**config.mk**
```make
export PLATFORM = sky130hd
export DESIGN_NAME = bitcheck_validator
export DESIGN_NICKNAME = d
export VERILOG_FILES = /design/src/rtl/bitcheck_pkg.sv /design/src/rtl/bitcheck_datapath.sv /design/src/rtl/bitcheck_ctrl.sv /design/src/rtl/bitcheck_validator.sv
export SDC_FILE = /design/constraint.sdc
export NUM_CORES = 1
export LEC_CHECK = 0
export CAP_MARGIN = 15
export CORE_MARGIN = 5
export CORE_UTILIZATION = 40
export DETAILED_ROUTE_END_ITERATION = 8
export DONT_BUFFER_PORTS = 1
export GPL_ROUTABILITY_DRIVEN = 1
export PLACE_DENSITY = 0.63
export SLEW_MARGIN = 20
export SYNTH_ARGS = -nofsm -noshare
export SYNTH_HDL_FRONTEND = slang
export SYNTH_HIERARCHICAL = 1
export SYNTH_SLANG_ARGS = --single-unit
```
**constraint.sdc**
```tcl
create_clock -name clk -period 3 [get_ports clk]
set_clock_uncertainty 0.2 [all_clocks]
set_input_delay 0.45 -clock clk [delete_from_list [all_inputs] [get_ports clk]]
set_output_delay 0.45 -clock clk [all_outputs]
set_load 0.01 [all_outputs]
```
**src/rtl/bitcheck_pkg.sv**
```systemverilog
package bitcheck_pkg;

  typedef enum logic [2:0] {
    ST_IDLE,
    ST_STARTUP,
    ST_CHECK,
    ST_RECEIVE,
    ST_SLEEP
  } bcState_t;

  localparam logic [1:0] MODE_SLEEP   = 2'd0;
  localparam logic [1:0] MODE_STARTUP = 2'd1;
  localparam logic [1:0] MODE_CHECK   = 2'd2;
  localparam logic [1:0] MODE_RECEIVE = 2'd3;

  // strobes from control to datapath
  typedef struct packed {
    logic clearAll;
    logic suInc;
    logic startTiming;
    logic cntInc;
    logic accept;
  } bcStrobe_t;

  // status from datapath to control
  typedef struct packed {
    logic edgeSeen;
    logic suLast;
    logic timing;
    logic tooShort;
    logic tooLong;
    logic lastMeas;
  } bcStatus_t;

endpackage

```
**src/rtl/bitcheck_datapath.sv**
```systemverilog
module bitcheck_datapath
  import bitcheck_pkg::*;
#(
  parameter int LIM_W = 6,
  parameter int STARTUP_TICKS = 8,
  parameter int MEAS_W = 5
) (
  input  logic             clk,
  input  logic             rstN,
  input  logic             tick,
  input  logic             demodIn,
  input  logic [LIM_W-1:0] limMin,
  input  logic [LIM_W-1:0] limMax,
  input  logic [1:0]       bitSel,
  input  bcStrobe_t        strobe,
  output bcStatus_t        status
);

  localparam int SU_W = $clog2(STARTUP_TICKS + 1);
  localparam logic [SU_W-1:0] SU_LAST = SU_W'(STARTUP_TICKS - 1);

  logic              demodPrev;
  logic [SU_W-1:0]   suCnt;
  logic [LIM_W-1:0]  gapCnt;
  logic [MEAS_W-1:0] measDone;
  logic              started;
  logic [MEAS_W-1:0] measTarget;
  logic [LIM_W:0]    gapNext;

  // two measurements per bit: 3, 6 or 9 bits
  always_comb begin
    case (bitSel)
      2'd0:    measTarget = MEAS_W'(6);
      2'd1:    measTarget = MEAS_W'(12);
      default: measTarget = MEAS_W'(18);
    endcase
  end

  assign gapNext = {1'b0, gapCnt} + 1'b1;

  always_comb begin
    status.edgeSeen = tick && (demodIn != demodPrev);
    status.suLast   = (suCnt == SU_LAST);
    status.timing   = started;
    status.tooShort = (gapCnt < limMin);
    status.tooLong  = (gapNext >= {1'b0, limMax});
    status.lastMeas = ((measDone + 1'b1) == measTarget);
  end

  always_ff @(posedge clk or negedge rstN) begin
    if (!rstN) begin
      demodPrev <= 1'b0;
    end else if (tick) begin
      demodPrev <= demodIn;
    end
  end

  always_ff @(posedge clk or negedge rstN) begin
    if (!rstN) begin
      suCnt    <= '0;
      gapCnt   <= '0;
      measDone <= '0;
      started  <= 1'b0;
    end else if (strobe.clearAll) begin
      suCnt    <= '0;
      gapCnt   <= '0;
      measDone <= '0;
      started  <= 1'b0;
    end else begin
      if (strobe.suInc) begin
        suCnt <= suCnt + 1'b1;
      end
      if (strobe.startTiming) begin
        started <= 1'b1;
        gapCnt  <= LIM_W'(1);
      end else if (strobe.accept) begin
        gapCnt   <= LIM_W'(1);
        measDone <= measDone + 1'b1;
      end else if (strobe.cntInc) begin
        gapCnt <= gapNext[LIM_W-1:0];
      end
    end
  end

  AST_MEAS_BOUND: assert property (@(posedge clk) disable iff (!rstN)
    measDone < MEAS_W'(18));

  AST_TIMING_NONZERO: assert property (@(posedge clk) disable iff (!rstN)
    started |-> (gapCnt != '0));

  AST_CLEAR_EMPTIES: assert property (@(posedge clk) disable iff (!rstN)
    strobe.clearAll |=> (!started && measDone == '0 && suCnt == '0));

endmodule

```
**src/rtl/bitcheck_ctrl.sv**
```systemverilog
module bitcheck_ctrl
  import bitcheck_pkg::*;
(
  input  logic       clk,
  input  logic       rstN,
  input  logic       enable,
  input  logic       tick,
  input  bcStatus_t  status,
  output bcStrobe_t  strobe,
  output logic       passPulse,
  output logic       failPulse,
  output logic [1:0] mode
);

  bcState_t state, nextState;
  logic passNext, failNext;

  always_comb begin
    nextState = state;
    strobe    = '0;
    passNext  = 1'b0;
    failNext  = 1'b0;
    if (!enable) begin
      nextState       = ST_IDLE;
      strobe.clearAll = 1'b1;
    end else begin
      case (state)
        ST_IDLE: begin
          nextState       = ST_STARTUP;
          strobe.clearAll = 1'b1;
        end
        ST_STARTUP: begin
          if (tick) begin
            if (status.suLast) nextState = ST_CHECK;
            else               strobe.suInc = 1'b1;
          end
        end
        ST_CHECK: begin
          if (tick) begin
            if (!status.timing) begin
              if (status.edgeSeen) strobe.startTiming = 1'b1;
            end else if (status.edgeSeen) begin
              if (status.tooShort) begin
                failNext  = 1'b1;
                nextState = ST_SLEEP;
              end else if (status.lastMeas) begin
                passNext  = 1'b1;
                nextState = ST_RECEIVE;
              end else begin
                strobe.accept = 1'b1;
              end
            end else if (status.tooLong) begin
              failNext  = 1'b1;
              nextState = ST_SLEEP;
            end else begin
              strobe.cntInc = 1'b1;
            end
          end
        end
        default: nextState = state;
      endcase
    end
  end

  always_ff @(posedge clk or negedge rstN) begin
    if (!rstN) begin
      state     <= ST_IDLE;
      passPulse <= 1'b0;
      failPulse <= 1'b0;
    end else begin
      state     <= nextState;
      passPulse <= passNext;
      failPulse <= failNext;
    end
  end

  always_comb begin
    case (state)
      ST_STARTUP: mode = MODE_STARTUP;
      ST_CHECK:   mode = MODE_CHECK;
      ST_RECEIVE: mode = MODE_RECEIVE;
      default:    mode = MODE_SLEEP;
    endcase
  end

  AST_PULSE_EXCL: assert property (@(posedge clk) disable iff (!rstN)
    !(passPulse && failPulse));

  AST_FAIL_SLEEP: assert property (@(posedge clk) disable iff (!rstN)
    failPulse |-> (mode == MODE_SLEEP));

  AST_PASS_RECEIVE: assert property (@(posedge clk) disable iff (!rstN)
    passPulse |-> (mode == MODE_RECEIVE));

  AST_SLEEP_HOLD: assert property (@(posedge clk) disable iff (!rstN)
    (state == ST_SLEEP && enable) |=> (state == ST_SLEEP && !passPulse && !failPulse));

  AST_DISABLE_IDLE: assert property (@(posedge clk) disable iff (!rstN)
    !enable |=> (mode == MODE_SLEEP && !passPulse && !failPulse));

  AST_STARTUP_ENTRY: assert property (@(posedge clk) disable iff (!rstN)
    (state == ST_STARTUP && $past(state) != ST_STARTUP) |-> ($past(state) == ST_IDLE));

endmodule

```
**src/rtl/bitcheck_validator.sv**
```systemverilog
module bitcheck_validator
  import bitcheck_pkg::*;
#(
  parameter int LIM_W = 6,
  parameter int STARTUP_TICKS = 8,
  parameter int MEAS_W = 5
) (
  input  logic             clk,
  input  logic             rstN,
  input  logic             enable,
  input  logic             tick,
  input  logic             demodIn,
  input  logic [LIM_W-1:0] limMin,
  input  logic [LIM_W-1:0] limMax,
  input  logic [1:0]       bitSel,
  output logic             passPulse,
  output logic             failPulse,
  output logic [1:0]       mode
);

  bcStrobe_t strobe;
  bcStatus_t status;

  bitcheck_ctrl u_ctrl (
    .clk       (clk),
    .rstN      (rstN),
    .enable    (enable),
    .tick      (tick),
    .status    (status),
    .strobe    (strobe),
    .passPulse (passPulse),
    .failPulse (failPulse),
    .mode      (mode)
  );

  bitcheck_datapath #(
    .LIM_W         (LIM_W),
    .STARTUP_TICKS (STARTUP_TICKS),
    .MEAS_W        (MEAS_W)
  ) u_dp (
    .clk     (clk),
    .rstN    (rstN),
    .tick    (tick),
    .demodIn (demodIn),
    .limMin  (limMin),
    .limMax  (limMax),
    .bitSel  (bitSel),
    .strobe  (strobe),
    .status  (status)
  );

endmodule

```
==> results of run 1 <==
==> report_power, final <==
group	switching (mW)	internal (mW)	total [mW]	leakage [nW]
Sequential	0.00224	0.299	0.301	0.301
Combinational	0.0256	0.0199	0.0455	0.543
Clock	0.0975	0.117	0.215	0.0288
==> through the flow <==
stage / util [%] / instance area, sq um / total power [mW] / std cells / hold WS (ns)
2_1_floorplan: - / 1560 / 0.337 / 166 / -0.0456
3_3_place_gp: 44.8 / 1660 / 0.344 / 219 / -0.0447
3_5_place_dp: 44.8 / 1660 / 0.346 / 219 / -0.0448
4_1_cts: 46.5 / 1730 / 0.568 / 224 / 0.0986
5_1_grt: 47.5 / 1760 / 0.586 / 225 / 0.0930
6_report: 47.5 / 1760 / 0.561 / 225 / 0.104
==> worst paths after layout <==
check,to,slack [ns],cells past startpoint
worst max-delay path,u_dp/gapCnt[5],0.12,10
max in group asynchronous,u_dp/gapCnt[2],1.34,1
min in group asynchronous,u_dp/suCnt[0],0.59,1
worst min-delay path,u_ctrl/state[2],0.10,1
worst min register to register,u_dp/suCnt[3],0.34,2
worst max register to register,u_dp/gapCnt[5],0.12,10
==> Yosys cell counts, types with 5 or more instances <==
| cell type | instances |
|---|---|
| xor2_1 | 13 |
| nor2b_1 | 5 |
| nor2_1 | 18 |
| nand2_1 | 12 |
| mux2i_1 | 5 |
| dfrtp_1 | 22 |
| inv_1 | 11 |
| ha_1 | 14 |
| o21ai_0 | 5 |
| nand3_1 | 5 |
| a21oi_1 | 11 |
| nand2b_1 | 6 |
==> final cells by class <==
cell class	instances	area [sq um]
Fill cell	370	1950
Multi-Input combinational cell	130	978
Sequential cell	22	552
Timing Repair Buffer	10	77.6
Tap cell	48	60.1
Clock buffer	4	55.1
Inverter	11	41.3
==> worst max-delay path, delay by kind of cell (launching register included) <==
family,cells,cell delay (ns)
simple gates,3,0.68
flops,1,0.38
compound gates,5,0.95
fa+ha+maj,2,0.59
==> state kept, by name, indices dropped and copies added, names as in the netlist <==
signal            cells
u_ctrl/failPulse      1
u_ctrl/passPulse      1
u_ctrl/state          3
u_dp/demodPrev        1
u_dp/gapCnt           6
u_dp/measDone         5
u_dp/started          1
u_dp/suCnt            4
==> routing by layer <==
| layer | GRT usage [%] | vias up |
|---|---|---|
| li1 | - | 595 |
| met1 | 15.8 | 546 |
| met2 | 20.2 | 15 |
| met3 | 2.49 | 5 |
| met4 | 4.38 | 0 |
| met5 | 0 | - |
==> logic make-up (layout without fill, tap and decap cells) <==
kind of cell               after synthesis  count (layout)  share of synthesized area (%)
adders and majority gates               14              14                           11.3
xor gates and xnor gates                17              17                           9.57
AOI/OAI and AO/OA                       25              25                           9.33
muxes                                    7               7                           4.67
DFF                                     22              22                           35.4
and+or+nand+nor                         67              67                           26.1
buffers and inverters                   14              25                           3.70
==> repair_timing <==
action,4_1_cts,5_1_grt
setup endpoints to repair,0,5
endpoints found under the hold margin,22,0
resized for setup,0,5
buffers inserted,0,1
hold buffers,1,0
==> placed cells by master (no fill, tap or decap), types with 3 or more instances in the layout <==
cell      count
a21o_1        3
a21oi_1      11
buf_4         9
clkbuf_8      4
dfrtp_1      21
ha_1         13
inv_1        11
mux2i_1       5
nand2_1      12
nand2b_1      6
nand3_1       5
nand4_1       3
nor2_1       18
nor2b_1       5
o21ai_0       5
or3_1         4
xnor2_1       4
xor2_1       11
==> flow_summary.ini, run 1 <==
[route]
drt-met1-wl_mm = 1.46
drt_wl_total_mm = 3.04
drtIter0Drc = 59
vias = 1161
drt_first_pass_iters = 4
ant_nets = 0
wl_met2_mm = 1.46
met3_length_microns = 76
top_layer = met4
wl_per_cell_microns = 13.5
drc = 0
vias_per_cell = 5.16

[floorplanning]
ioPinCount = 23
die_h_microns = 72.4
fp-row-count = 22
die-area_sq_mm = 0.00524
coreArea_sq_mm = 0.00372
start_util_pct = 41.9
die_w_microns = 72.4

[global_routing]
grt_max_degree = 23
first_global_vias = 1171
grt_overflow = 0
grt_pass1_wl_mm = 5.18
track_usage_pct = 12.3
antenna_found_initial = 0

[worst_setup_path]
cp_max_fo = 3
critical_path_class = reg -> reg
end_kind = flop
cp.required_ns = 2.99
cp_slowest_cell = a221o_1
path_cells = ha_1, ha_1, a21o_1, a21oi_1, o21ai_1, a221o_1, nor3_2, nand4_1, or3_1, a21oi_1
cp-start-kind = flop
startpoint = u_dp/gapCnt[0]
cp.arrival_ns = 2.87
r2r_start = u_dp/gapCnt[0]
slowest_delay_ns = 0.39

[sta]
maxSlewHeadroom_pct = 33.8
finalCritPeriodShare_pct = 96.0
final_max_slew_viol_count = 0
max_freq_mhz = 347
finalWorstSetupSlack_ns = 0.120
fin_tns_setup_ns = 0
fin_crit_ns = 2.88
worst_slew_pin_slew_ns = 0.990
finalHoldViolations = 0
setup_viol = 0

[synthesis]
synth.distinct_cells = 37
synth.top_cell.area_share_pct = 35.4
yosys_most_used_dff = dfrtp_1
synth_area_sq_mm = 0.00156
synth-edff-count = 0
yosysWarnings = 6
avgSynthCellArea_sq_um = 9.37
synthArstFlopShare_pct = 100
yosysSeqAreaShare_pct = 35.4
yosysTopAreaCell = dfrtp_1
syn_inst = 166
synth_nets = 199
synth.area.top_cells = dfrtp_1 (35%), ha_1 (11%), xor2_1 (7.3%), nor2_1 (4.3%), a21oi_1 (3.5%)
ys_seq_elements = 22

[clocking]
cts-root-buf = clkbuf_8
numClockSinks = 22
clk_latency_ns = 0.26
clock_path_buffers = 2
cts_buffers = 3
htreeDepth = 1
path_clk_slew_ns = 0.08
tritoncts = yes

[layout]
syn2layout_area_growth_pct = 13.4
drive_above_1_share_pct = 13.6
fin_nets = 211
antennaDiodeCount = 0

[placed_design]
place.gp.congestion = 0.774
dp_hpwl_mm = 2.38
portBuffers = 0
place_ws_ns = 0.0545

[worst_hold_path]
hp-class = in -> reg
hp-start = enable

[power_and_ir_drop]
power_density_mw_per_mm2 = 318
p_leak_nw = 0.873
vdd_drop_max_uv = 217

[run]
max-cap-violations = 0

[outcome]
status = complete, no violations
(Power assumes the default switching activity.)
==> inputs of run 2 (changes only) <==
CORE_ASPECT_RATIO = 0.8   (was default)
==> flow_summary.ini, run 2 (same netlist as run 1, synthesis figures left out) <==
[sta]
finalWorstSetupSlack_ns = 0.0599
max_freq_mhz = 340
rsz0062_at_grt = true
finalCritPeriodShare_pct = 98.0
setup_viol = 0
fin_crit_ns = 2.94
final_max_slew_viol_count = 0
hold_ws_ns = 0.106
maxSlewHeadroom_pct = 63.1
worst_slew_pin_slew_ns = 0.549
finalHoldViolations = 0

[floorplanning]
fp-row-count = 20
coreArea_sq_mm = 0.00378
die_h_microns = 65.8
die_w_microns = 79.7
start_util_pct = 41.2
ioPinCount = 23
die-area_sq_mm = 0.00524

[outcome]
status = complete, no violations

[worst_setup_path]
startpoint = u_dp/measDone[0]
regToRegEndpoint = u_dp/measDone[3]
cp.arrival_ns = 2.92
crit_end = u_dp/measDone[3]
rrSetupSlack_ns = 0.06
slowest_delay_ns = 0.42
path_cells = ha_1, xor2_1, mux2_1, nand2_1, o21ai_1, and4b_1, nor4b_4, nand2b_1, or3_1, a21oi_1
cp-start-kind = flop
critical_path_buf_inv_count = 0
cp_max_fo = 4
reg2regPathDepth = 10
path_depth = 10
cp.required_ns = 2.98
r2r_start = u_dp/measDone[0]
end_kind = flop
cp_slowest_cell = dfrtp_1
crit_family = simple AND/OR/NAND/NOR gates
critical_path_class = reg -> reg

[global_routing]
antenna_found_initial = 0
first_global_vias = 1214
grt_pass1_wl_mm = 5.20
grt_max_degree = 23
track_usage_pct = 12.5
grt_overflow = 0

[route]
drc = 0
vias_per_cell = 4.99
wl_per_cell_microns = 13.2
vias = 1163
drt_first_pass_iters = 4
drt_wl_total_mm = 3.07
drtIter0Drc = 115
ant_nets = 0

[layout]
layout_commonest_cell = dfrtp_1
fin_nets = 212
antennaDiodeCount = 0
reg.largest.list = u_dp/gapCnt x6, u_dp/measDone x5, u_dp/suCnt x4
top_register = u_dp/gapCnt
syn2layout_area_growth_pct = 14.3
final_cell_mix = dfrtp_1 (22), nor2_1 (18), xor2_1 (13), ha_1 (13), nand2_1 (12)
drive_above_1_share_pct = 12.4
largest_reg_flops = 6
finish.utilization_pct = 47.1

[power_and_ir_drop]
power_density_mw_per_mm2 = 347
vdd_drop_max_uv = 150
p_leak_nw = 0.887
finalPower_uw = 616

[clocking]
path_clk_slew_ns = 0.08
htreeDepth = 1
numClockSinks = 22
clk_latency_ns = 0.26
clock_path_buffers = 2
tritoncts = yes
cts-root-buf = clkbuf_8
cts_buffers = 3

[run]
max-cap-violations = 0

[placed_design]
place_ws_ns = 0.0440
portBuffers = 0
place.gp.congestion = 0.783
dp_hpwl_mm = 2.41

[worst_hold_path]
hp-class = in -> reg
hp-start = enable
[run 2: cell types whose count changed in the layout (fill, tap and decap cells not counted)]
cell / change
buf_2: +1
bufinv_16: +1
clkbuf_8: -1
xor2_2: -2
dfrtp_1: +1
dfrtp_2: -1
xor2_1: +2
[run 2: area by class of cell]
type                            instances  area [sq um]
Clock inverter                          1          30.0
Fill cell                             359          2000
Clock buffer                            3          41.3
Inverter                               11          41.3
Timing Repair Buffer                   11          82.6
Tap cell                               55          68.8
Multi-Input combinational cell        130           963
Sequential cell                        22           551
[run 2: per-layer routing]
| metal | vias to the layer above | GRT usage, % | wire, microns | share of wire, % |
|---|---|---|---|---|
| met4 | 0 | 4.08 | 33 | 1.1 |
| met2 | 18 | 22.9 | 1560 | 51 |
| li1 | 596 | - | - | - |
| met3 | 4 | 3.54 | 113 | 3.7 |
| met1 | 545 | 13.9 | 1360 | 44 |
| met5 | - | 0 | 0 | 0 |
[run 2: worst min path at each step]
stage                       end  slack [ns]  cells after the start
3_3_place_gp   u_ctrl/failPulse       -0.05                      0
2_1_floorplan  u_ctrl/failPulse       -0.05                      0
3_5_place_dp    u_ctrl/state[2]       -0.05                      0
5_1_grt         u_ctrl/state[2]        0.09                      1
4_1_cts         u_ctrl/state[2]         0.1                      1
6_report        u_ctrl/state[2]        0.11                      1
[run 2: stage by stage]
step / setup TNS (ns) / cells / cell area (sq um)
floorplan: 0 / 166 / 1560
global placement: 0 / 226 / 1670
detailed placement: 0 / 226 / 1670
CTS: 0 / 231 / 1750
global route: -0.143 / 233 / 1780
finish: 0 / 233 / 1780
[run 2: timing repair]
item	CTS	global route
endpoints found under the hold margin	22	22
setup endpoints to repair	0	5
resized for setup	0	2
hold buffers	1	1
buffers inserted	0	1
[run 2: report_power, final]
group | switching (mW) | internal [mW] | total [mW]
combinational | 0.0247 | 0.0202 | 0.0449
clock | 0.0924 | 0.178 | 0.270
sequential | 0.00236 | 0.299 | 0.301
